$ cat src/rtl/dwb_pkg.sv
package dwb_pkg;
    parameter int IDX_W      = 8;
    parameter int ADDR_W     = 32;
    parameter int DLY_W      = 8;
    parameter int DESC_BYTES = 16;

    localparam int DESC_SHIFT = $clog2(DESC_BYTES);
    localparam int LEN_W      = IDX_W + DESC_SHIFT;
    localparam int PAD_W      = ADDR_W - LEN_W;

    typedef logic [IDX_W-1:0]  idx_t;
    typedef logic [ADDR_W-1:0] addr_t;
    typedef logic [LEN_W-1:0]  blen_t;
    typedef logic [DLY_W-1:0]  dly_t;

    typedef enum logic [1:0] {
        ST_IDLE   = 2'd0,
        ST_WAIT   = 2'd1,
        ST_ISSUE  = 2'd2,
        ST_REPLAY = 2'd3
    } wb_state_e;

    typedef struct packed {
        idx_t cnt;
        logic wrap;
    } burst_plan_t;

    // Size one burst: clip at the ring end, otherwise round down by the mask.
    function automatic burst_plan_t plan_burst(idx_t used, idx_t head, idx_t len, idx_t mask);
        burst_plan_t     p;
        logic [IDX_W:0]  reach;
        reach = {1'b0, used} + {1'b0, head};
        if (reach >= {1'b0, len}) begin
            p.cnt  = len - head;
            p.wrap = 1'b1;
        end else begin
            p.wrap = 1'b0;
            p.cnt  = (mask != '0) ? (used & ~mask) : used;
        end
        return p;
    endfunction

    function automatic addr_t desc_addr(addr_t base, idx_t idx);
        return base + {{PAD_W{1'b0}}, idx, {DESC_SHIFT{1'b0}}};
    endfunction

    function automatic blen_t desc_bytes(idx_t cnt);
        return {cnt, {DESC_SHIFT{1'b0}}};
    endfunction
endpackage

$ cat src/rtl/dwb_burst_calc.sv
module dwb_burst_calc
    import dwb_pkg::*;
(
    input  idx_t        used_i,
    input  idx_t        head_i,
    input  idx_t        len_i,
    input  idx_t        mask_i,
    output burst_plan_t plan_o
);
    always_comb begin
        plan_o = plan_burst(used_i, head_i, len_i, mask_i);
    end
endmodule

$ cat src/rtl/dwb_delay_timer.sv
module dwb_delay_timer
    import dwb_pkg::*;
(
    input  logic clk,
    input  logic rst,
    input  logic load_i,
    input  dly_t load_val_i,
    input  logic run_i,
    input  logic hold_i,
    output logic expired_o
);
    dly_t cnt_q;

    always_ff @(posedge clk) begin
        if (rst) begin
            cnt_q <= '0;
        end else if (load_i) begin
            cnt_q <= load_val_i;
        end else if (run_i) begin
            if (cnt_q != '0)
                cnt_q <= cnt_q - 1'b1;
            else if (hold_i)
                cnt_q <= load_val_i;   // drain: re-arm the full delay
        end
    end

    assign expired_o = run_i && (cnt_q == '0) && !hold_i;
endmodule

$ cat src/rtl/dwb_head_ring.sv
module dwb_head_ring
    import dwb_pkg::*;
(
    input  logic clk,
    input  logic rst,
    input  logic adv_i,
    input  idx_t step_i,
    input  idx_t len_i,
    output idx_t head_o,
    output logic upd_o
);
    logic [IDX_W:0] sum;
    logic [IDX_W:0] wrapped;
    idx_t           head_q;
    logic           upd_q;

    always_comb begin
        sum     = {1'b0, head_q} + {1'b0, step_i};
        wrapped = (sum >= {1'b0, len_i}) ? (sum - {1'b0, len_i}) : sum;
    end

    always_ff @(posedge clk) begin
        if (rst) begin
            head_q <= '0;
            upd_q  <= 1'b0;
        end else begin
            upd_q <= adv_i;
            if (adv_i)
                head_q <= wrapped[IDX_W-1:0];
        end
    end

    assign head_o = head_q;
    assign upd_o  = upd_q;
endmodule

$ cat src/rtl/desc_wb_coalescer.sv
module desc_wb_coalescer
    import dwb_pkg::*;
(
    input  logic                  clk,
    input  logic                  rst,
    input  logic                  wb_req_i,
    input  logic [IDX_W-1:0]      wb_mask_i,
    input  logic [IDX_W-1:0]      used_cnt_i,
    input  logic [IDX_W-1:0]      ring_len_i,
    input  logic [ADDR_W-1:0]     ring_base_i,
    input  logic [DLY_W-1:0]      delay_i,
    input  logic                  drain_i,
    output logic                  dma_req_o,
    output logic [ADDR_W-1:0]     dma_addr_o,
    output logic [LEN_W-1:0]      dma_len_o,
    input  logic                  dma_done_i,
    output logic                  used_pop_o,
    output logic [IDX_W-1:0]      used_pop_cnt_o,
    output logic [IDX_W-1:0]      head_o,
    output logic                  head_upd_o,
    output logic                  busy_o
);
    wb_state_e   state_q, state_n;
    idx_t        mask_q, mask_n;
    logic        more_q, more_n;
    idx_t        out_cnt_q, out_cnt_n;

    idx_t        head;
    idx_t        eval_mask;
    burst_plan_t plan;
    logic        in_flight;
    logic        looser_req;
    logic        complete;
    logic        go;
    logic        tmr_expired;

    assign in_flight  = (state_q != ST_IDLE);
    assign looser_req = wb_req_i && in_flight && (wb_mask_i < mask_q);
    assign complete   = (state_q == ST_ISSUE) && dma_done_i;
    assign eval_mask  = (state_q == ST_REPLAY) ? mask_q : wb_mask_i;

    dwb_burst_calc u_calc (
        .used_i (used_cnt_i),
        .head_i (head),
        .len_i  (ring_len_i),
        .mask_i (eval_mask),
        .plan_o (plan)
    );

    dwb_delay_timer u_timer (
        .clk        (clk),
        .rst        (rst),
        .load_i     (go),
        .load_val_i (delay_i),
        .run_i      (state_q == ST_WAIT),
        .hold_i     (drain_i),
        .expired_o  (tmr_expired)
    );

    dwb_head_ring u_head (
        .clk    (clk),
        .rst    (rst),
        .adv_i  (complete),
        .step_i (out_cnt_q),
        .len_i  (ring_len_i),
        .head_o (head),
        .upd_o  (head_upd_o)
    );

    always_comb begin
        state_n   = state_q;
        mask_n    = mask_q;
        more_n    = more_q;
        out_cnt_n = out_cnt_q;
        go        = 1'b0;
        case (state_q)
            ST_IDLE: begin
                if (wb_req_i) begin
                    mask_n = wb_mask_i;
                    more_n = plan.wrap;
                    if (plan.cnt != '0) begin
                        out_cnt_n = plan.cnt;
                        state_n   = ST_WAIT;
                        go        = 1'b1;
                    end
                end
            end
            ST_WAIT: begin
                if (tmr_expired)
                    state_n = ST_ISSUE;
            end
            ST_ISSUE: begin
                if (dma_done_i) begin
                    out_cnt_n = '0;
                    state_n   = (more_q || looser_req) ? ST_REPLAY : ST_IDLE;
                end
            end
            ST_REPLAY: begin
                more_n = plan.wrap;
                if (plan.cnt != '0) begin
                    out_cnt_n = plan.cnt;
                    state_n   = ST_WAIT;
                    go        = 1'b1;
                end else if (!looser_req) begin
                    state_n = ST_IDLE;
                end
            end
            default: state_n = ST_IDLE;
        endcase
        // Coalesce a less restrictive request into the running writeback.
        if (looser_req) begin
            mask_n = wb_mask_i;
            more_n = 1'b1;
        end
    end

    always_ff @(posedge clk) begin
        if (rst) begin
            state_q   <= ST_IDLE;
            mask_q    <= '0;
            more_q    <= 1'b0;
            out_cnt_q <= '0;
        end else begin
            state_q   <= state_n;
            mask_q    <= mask_n;
            more_q    <= more_n;
            out_cnt_q <= out_cnt_n;
        end
    end

    assign dma_req_o      = (state_q == ST_ISSUE);
    assign dma_addr_o     = desc_addr(ring_base_i, head);
    assign dma_len_o      = desc_bytes(out_cnt_q);
    assign used_pop_o     = complete;
    assign used_pop_cnt_o = out_cnt_q;
    assign head_o         = head;
    assign busy_o         = in_flight;

    a_r7_head_moves_with_strobe: assert property (@(posedge clk) disable iff (rst)
        !$stable(head_o) |-> head_upd_o);

    a_r7_strobe_single_cycle: assert property (@(posedge clk) disable iff (rst)
        head_upd_o |=> !head_upd_o);

    a_r6_dma_fields_hold: assert property (@(posedge clk) disable iff (rst)
        (dma_req_o && !dma_done_i) |=> (dma_req_o && $stable(dma_addr_o) && $stable(dma_len_o)));

    a_r5_no_issue_from_drain: assert property (@(posedge clk) disable iff (rst)
        $rose(dma_req_o) |-> $past(!drain_i));

    a_r3_burst_inside_ring: assert property (@(posedge clk) disable iff (rst)
        dma_req_o |-> (({1'b0, head_o} + {1'b0, used_pop_cnt_o}) <= {1'b0, ring_len_i}));

    a_r10_pop_needs_request: assert property (@(posedge clk) disable iff (rst)
        used_pop_o |-> (dma_req_o && !head_upd_o));
endmodule

$ cat config.mk
export PLATFORM = sky130hd
export DESIGN_NAME = desc_wb_coalescer
export DESIGN_NICKNAME = d
export VERILOG_FILES = /design/src/rtl/dwb_pkg.sv /design/src/rtl/dwb_burst_calc.sv /design/src/rtl/dwb_delay_timer.sv /design/src/rtl/dwb_head_ring.sv /design/src/rtl/desc_wb_coalescer.sv
export SDC_FILE = /design/constraint.sdc
export NUM_CORES = 1
export LEC_CHECK = 0
export BUFFER_PORTS_ARGS = -buffer_cell sky130_fd_sc_hd__buf_2
export CAP_MARGIN = 20
export CORE_AREA = 2 2 92 183
export CTS_BUF_LIST = sky130_fd_sc_hd__clkbuf_4
export DETAILED_ROUTE_END_ITERATION = 6
export DIE_AREA = 0 0 94 185
export GPL_TIMING_DRIVEN = 0
export SYNTH_ARGS = -nofsm -noshare
export SYNTH_HDL_FRONTEND = slang
export SYNTH_SLANG_ARGS = --single-unit
$ cat constraint.sdc
create_clock -name clk -period 4.8 [get_ports clk]
set_input_delay 0.96 -clock clk [delete_from_list [all_inputs] [get_ports clk]]
set_output_delay 0.96 -clock clk [all_outputs]
set_load 0.03 [all_outputs]
==> summary.txt, run 1 <==
Synthesis
  – Average size of a mapped cell: between 7 and 8 sq um
  – Post-synth ARST share: 0%
  – Synth area leader: ha_1
  – Post-synth EDFFs: 0
  – Ys Warns: 0
  – Mapped cell area: 0.00471 sq mm
  – Leading cell types by count after synthesis: 60 x ha_1, 49 x inv_1, 49 x nor2_1
  – Synth top area cells: ha_1 16%, dfxtp_1 15%, xnor2_1 5.6%
  – Netlist cell types: 80
  – Sequential share of the synthesized area: roughly 15%
  – Area share of the largest cell type after synthesis: roughly 16%
  – Main flop type after synthesis: dfxtp_1
  – Register bit count reported by yosys: 36
  – Top-count cell post-synth: ha_1
  – Mapped Cells: between 500 and 600

Timing
  – Finish-stage setup viols: 0
  – Period utilisation layout: ~90%
  – Maximum clock frequency: about 230 MHz
  – Slack of the critical path: roughly 370 ps
  – Fin. max-slew vios: 0
  – Worst Max-Slew Pin Slew: between 600 and 700 ps
  – Rel. slew slack: 55.5%
  – Final hold vios: 0
  – RSZ-0062 raised after global routing: no
  – Skew final: 22.5 ps
  – Crit path time final: 4430 ps
  – Final setup TNS: 0 ps

Pwr
  – Pwr per Cell Area: 396 mW/mm^2
  – Power Internal: 1.10 mW
  – Psw: 1.15 mW
  – Leak: 2.73 nW
  – Peak VDD IR: about 240 uV
  – Reg power frac: roughly a fifth
  – Comb pwr share: between 60 and 70%
  – Clk network pwr share: between 10% and 20%
  – Switching share of power: around half
  – Total power: about 2.3 mW

Routing
  – Initial DRC Count: about 220
  – M1 WL: ~6400 um
  – First-pass DRT Iterations: 7
  – WL/cell: approximately 15 um
  – DR WL met3: around 760 um
  – Detailed Route WL: between 10,000 and 15,000 um
  – Met2 Wirelength: around 6600 um
  – Number of vias per cell: between 5 and 6
  – Top Metal Used: met4
  – DR DRC count: 0
  – Via count: about 4,800
  – Final ANT Viol Nets: 0

Setup path
  – CP max-delay cell: a2111oi_4
  – Setup CP Type: in -> out
  – Critical Path RT: about 3800 ps
  – Crit-path cells: buf_2 > ha_1 > inv_1 > fa_1 > nor2b_1 > o21ai_0 > a21boi_0 > o21ai_0 > a2111oi_4 > buf_4 > nand2_1 > xnor2_1 > buf_2
  – Reg2reg setup slack: 610 ps
  – Crit Path Max Fanout: 6
  – Crit path capture type: primary output
  – Crit path launch type: input port
  – Reg2Reg Depth: 14
  – CP top delay family: compound AO/OA/AOI/OAI gates
  – Largest stage delay, worst path: 410 ps
  – Crit path DAT: ~3500 ps
  – Number of stages on the worst setup path: 13
  – Buffers and inverters on the worst path: 4

Floorplanning
  – Ports: roughly 130
  – Die footprint: approximately 0.017 sq mm
  – Core Box Area: roughly 0.016 sq mm
  – Die Y: 185 um
  – Initial Util: 29.2%
  – Row Count: 66
  – Die width: around 94 um

Flow run
  – Max-cap violation count: 0

Placed design
  – Detailed Place HPWL: between 10,000 and 15,000 um
  – Worst slack, placed: between 200 and 250 ps
  – DP Area: between 0.005 and 0.006 sq mm
  – Port bufs: 124
  – Routability congestion estimate: slightly above 0.9

Min path
  – Worst Hold Class: reg -> reg
  – Hold Path Depth: 2

Cells and area
  – Fin util: 35.4%
  – Area of the multi-input gates: about 0.0036 sq mm
  – Fill count: 1,742
  – FF+latch area: slightly above 700 sq um
  – Layout Nets: roughly 860
  – Design Area, Final: about 0.0057 sq mm
  – Number of diodes: 0
  – Area growth from synthesis to layout: 21.1%
  – Layout cells sized above 1: roughly a quarter

Clock tree
  – Cell chosen for the clock root: clkbuf_4
  – Skew-Pair Late Insertion Delay: 370 ps
  – CTS sink cnt: 36
  – Post-CTS Hold Buffers: 0
  – CTS buffer count: 5
  – Max Buffers Root-to-Sink: 2
  – Reg clk slew, reported paths: ~120 ps
  – H-tree depth: 2
  – CTS tree: done

Status
  – Status: complete, no violations

GRT
  – GRT overflow: 0
  – Total track usage: approximately 16%
  – Largest net degree at the start of global routing: 12
  – Vias in the first global route: between 4,000 and 5,000
  – First-pass GRT wire length: 21,800 um
  – Initial antenna violation count: 0
==> layout by cell type, fill, tap and decap left out, drive strengths merged, types with 5 or more instances in the layout <==
master   netlist  layout
a2111oi        5       5
a211oi        10      10
a21o          10      10
a21oi         41      41
a22o           7       7
a31oi          5       5
and3          18      18
buf           18     144
clkbuf        10      16
dfxtp         36      36
fa             5       5
ha            60      60
inv           49      49
mux2i         19      19
nand2         31      31
nand3         15      15
nor2          49      49
nor2b          8       8
nor3          12      12
nor4           5       5
o2111ai        9       9
o21a           8       8
o21ai         40      40
o31ai          5       5
or2            5       5
xnor2         30      30
xor2          14      14
==> layout make-up <==
cell class / instances / share of cell area (%)
Buffer: 28 / 3.16
Multi-Input combinational cell: 480 / 63.8
Clock buffer: 6 / 0.790
Inverter: 51 / 3.36
Sequential cell: 36 / 12.6
Clock inverter: 2 / 0.614
Timing Repair Buffer: 126 / 11.1
Tap cell: 204 / 4.47
==> timing repair <==
item                                   in CTS  in global routing
setup buffers                               0                  2
setup endpoints to repair                   0                  6
endpoints found under the hold margin       0                  0
gates resized for setup                     0                  1
==> tightest hold or removal path, cell delays in order (launching register included) <==
cell,delay (ps)
dfxtp_1,330
a21oi_1,110
nor3_1,50
==> flip-flops by register name, indices dropped and copies added (netlist names) <==
name and cells:
used_pop_cnt_o 8, state_q 2, u_timer.cnt_q 8, u_head.head_o 8, u_head.upd_o 1, more_q 1, mask_q 8
==> per-stage QoR <==
stage / hold WS, ps / std cells
3_5_place_dp: 499 / 923
2_1_floorplan: 478 / 595
5_1_grt: 564 / 933
4_1_cts: 522 / 931
3_3_place_gp: 499 / 923
6_report: 520 / 933
==> final timing paths <==
kind | start | end
max | ring_base_i[4] | dma_addr_o[28]
max reg2reg | u_head.head_o[0] | u_head.head_o[2]
min | more_q | more_q
min reg2reg | more_q | more_q
==> metal layers <==
layer / up-vias / GRT usage [%]
met3: 16 / 2.44
met5: - / 0
li1: 2437 / -
met2: 145 / 25.3
met1: 2231 / 21.6
met4: 0 / 3.65
==> cells by family after synthesis <==
group,synth area share [%]
AO/OA/AOI/OAI,27.7
XOR/XNOR,8.18
adder cells (fa/ha/maj),18.1
buffers and inverters,7.89
flip-flops,15.3
multiplexers,4.04
other,0.0796
AND/OR/NAND/NOR,18.7
==> power by group through the flow <==
stage,registers (mW),clock network [mW],logic (mW)
2_1_floorplan,0.507,0,1.13
3_3_place_gp,0.479,0,1.53
3_5_place_dp,0.482,0,1.53
4_1_cts,0.475,0.241,1.54
5_1_grt,0.486,0.249,1.72
6_report,0.473,0.232,1.55
Power figures use the tool's default switching activity.
==> run 2: changes to the inputs <==
--- a/config.mk
+++ b/config.mk
@@ -5,12 +5,12 @@
 export SDC_FILE = /design/constraint.sdc
 export NUM_CORES = 1
 export LEC_CHECK = 0
-export BUFFER_PORTS_ARGS = -buffer_cell sky130_fd_sc_hd__buf_2
 export CAP_MARGIN = 20
 export CORE_AREA = 2 2 92 183
 export CTS_BUF_LIST = sky130_fd_sc_hd__clkbuf_4
 export DETAILED_ROUTE_END_ITERATION = 6
 export DIE_AREA = 0 0 94 185
+export DONT_BUFFER_PORTS = 1
 export GPL_TIMING_DRIVEN = 0
 export SYNTH_ARGS = -nofsm -noshare
 export SYNTH_HDL_FRONTEND = slang
==> summary.txt, run 2 (synthesis gave the netlist of run 1 again) <==
Status
  – Status: complete, no violations

Floorplanning
  – Row Count: 66 (unchanged)
  – Initial Util: 29.2% (unchanged)
  – Ports: 133 (unchanged)
  – Die Y: 185 um (unchanged)
  – Die footprint: 0.0174 sq mm (unchanged)
  – Core Box Area: 0.0161 sq mm (unchanged)
  – Die width: 94 um (unchanged)

GRT
  – Initial antenna violation count: 0 (unchanged)
  – GRT overflow: 0 (unchanged)
  – Largest net degree at the start of global routing: 12 (unchanged)
  – Vias in the first global route: 4,083 (-7.6%)
  – Total track usage: 15.2% (-0.38 points)
  – First-pass GRT wire length: 21,000 um (-3.6%)

Placed design
  – Cell total after placement: 799 (-13%)
  – Port bufs: 0 (-100%)
  – DP Area: 0.00498 sq mm (-11%)
  – Detailed Place HPWL: 11,200 um (-2.1%)
  – Routability congestion estimate: 0.931 (+0.13%)

Setup path
  – Setup CP Type: reg -> out
  – CP max-delay cell: dfxtp_2
  – Crit path launch type: flop
  – Largest stage delay, worst path: 570 ps (+160 ps)
  – CP top delay family: compound AO/OA/AOI/OAI gates
  – Crit path DAT: 3460 ps (about the same)
  – Crit path from: u_head.head_o[1]
  – Critical Path RT: 3840 ps (about the same)
  – Crit-path most repeated cell: o21ai_0
  – Reg2reg setup slack: 430 ps (-180 ps)
  – Worst reg2reg path startpoint: used_pop_cnt_o[0]
  – Crit-path cells: inv_1 > fa_1 > nor2b_1 > o21ai_0 > a21boi_0 > o21ai_0 > a2111oi_4 > buf_4 > nand3_1 > xnor2_2
  – Crit path capture type: primary output
  – Buffers and inverters on the worst path: 2 (-2)
  – Crit Path Max Fanout: 8 (+2)

Pwr
  – Switching share of power: 53.2% (+2.2 points)
  – Power Internal: 0.979 mW (-11%)
  – Pwr per Cell Area: 411 mW/mm^2 (+3.9%)
  – Clk network pwr share: 8.5% (-1.8 points)
  – Psw: 1.11 mW (-3.3%)
  – Peak VDD IR: 210 uV (-11%)
  – Leak: 2.21 nW (-19%)
  – Comb pwr share: 65.7% (-3.1 points)
  – Reg power frac: 25.8% (+4.9 points)

Clock tree
  – Post-CTS Hold Buffers: 0 (unchanged)
  – Cell chosen for the clock root: clkbuf_4
  – Max Buffers Root-to-Sink: 2 (unchanged)
  – CTS sink cnt: 36 (unchanged)
  – H-tree depth: 2 (unchanged)
  – Reg clk slew, reported paths: 110 ps (about the same)
  – Skew-Pair Late Insertion Delay: 380 ps (about the same)
  – CTS buffer count: 5 (unchanged)
  – CTS tree: done

Routing
  – DR DRC count: 0 (unchanged)
  – Detailed Route WL: 13,600 um (-2.0%)
  – WL/cell: 16.9 um (+13%)
  – First-pass DRT Iterations: 5 (-2)
  – Number of vias per cell: 5.40 (+4.4%)
  – Final ANT Viol Nets: 0 (unchanged)
  – Via count: 4,366 (-9.6%)
  – Initial DRC Count: 190 (-15%)

Cells and area
  – Area growth from synthesis to layout: 8.13%
  – Layout Nets: 737 (-15%)
  – Most frequent cells in the layout: 60 x ha_1, 49 x inv_1, 49 x nor2_1, 40 x a21oi_1, 38 x o21ai_0
  – Fin util: 31.6% (-3.8 points)
  – Layout cells sized above 1: 9.11% (-15 points)
  – Fill count: 1,737 (-0.29%)
  – Most common cell after layout, fill and taps aside: ha_1
  – Number of diodes: 0 (unchanged)
  – Design Area, Final: 0.00509 sq mm (-11%)
  – Layout Cells excl Fill: 808 (-13%)

Timing
  – Fin. max-slew vios: 0 (unchanged)
  – Final setup TNS: 0 ps (unchanged)
  – Worst Max-Slew Pin Slew: 742 ps (+81.4 ps)
  – RSZ-0062 raised after global routing: no
  – Skew final: 22.0 ps (-0.532 ps)
  – Hold_ws: 514 ps (-5.51 ps)
  – Period utilisation layout: 92.2% (-0.16 points)
  – Crit path time final: 4420 ps (-7.64 ps)
  – Final hold vios: 0 (unchanged)
  – Rel. slew slack: 50.5% (-5.0 points)
  – Finish-stage setup viols: 0 (unchanged)
  – Maximum clock frequency: 226 MHz (+0.17%)

Flow run
  – Max-cap violation count: 0 (unchanged)

Min path
  – Worst Hold Class: reg -> reg
  – Hold path start: more_q
## run 2: layer usage
metal / wire (um) / share of wire (%) / track usage, % / up-vias
li1: - / - / - / 2182
met2: 6310 / 46 / 24.0 / 128
met5: 0 / 0 / 0 / -
met3: 1090 / 8.0 / 4.52 / 18
met1: 5920 / 43 / 20.0 / 2038
met4: 285 / 2.1 / 4.46 / 0
## run 2: worst paths after layout
| kind | endpoint | cells after the start |
|---|---|---|
| min reg2reg | more_q | 2 |
| max reg2reg | u_head.head_o[0] | 14 |
| min | more_q | 2 |
| max | dma_addr_o[22] | 10 |
## run 2: worst reg2reg max path: cells and delay by family (launching register included)
kind / cells / cell delay (ps)
AO/OA/AOI/OAI: 8 / 2240
flip-flops: 1 / 470
AND/OR/NAND/NOR: 3 / 520
adder cells (fa/ha/maj): 3 / 1030
## run 2: cell type report
class	instances	area, sq um	area share (%)
plain buffers	28	180	3.54
clock buffers	6	45.0	0.885
clock inverters	2	11.3	0.221
inverters	51	191	3.76
multi-input cells	480	3680	72.2
flip-flops and latches	36	723	14.2
well taps	204	255	5.01
repair buffers	1	7.51	0.147
## run 2: power groups by stage
| stage | sequential [mW] | combinational (mW) | clock, mW |
|---|---|---|---|
| final | 0.539 | 1.38 | 0.178 |
| after global routing | 0.553 | 1.53 | 0.195 |
| after CTS | 0.541 | 1.37 | 0.185 |
| after detailed placement | 0.548 | 1.36 | 0 |
| after global placement | 0.545 | 1.35 | 0 |
| after floorplan | 0.507 | 1.13 | 0 |
## run 2: what timing repair did
| action | 4_1_cts | 5_1_grt |
|---|---|---|
| pin swaps | 0 | 1 |
| gates resized for setup | 7 | 1 |
| setup buffers | 0 | 1 |
| endpoints found under the setup margin | 6 | 7 |
## run 2: stage by stage
stage | setup WS [ps] | power (mW)
after floorplan | 459 | 1.64
after global placement | 83.5 | 1.89
after detailed placement | 59.2 | 1.91
after CTS | 107 | 2.10
after global routing | 38.1 | 2.28
final | 375 | 2.09
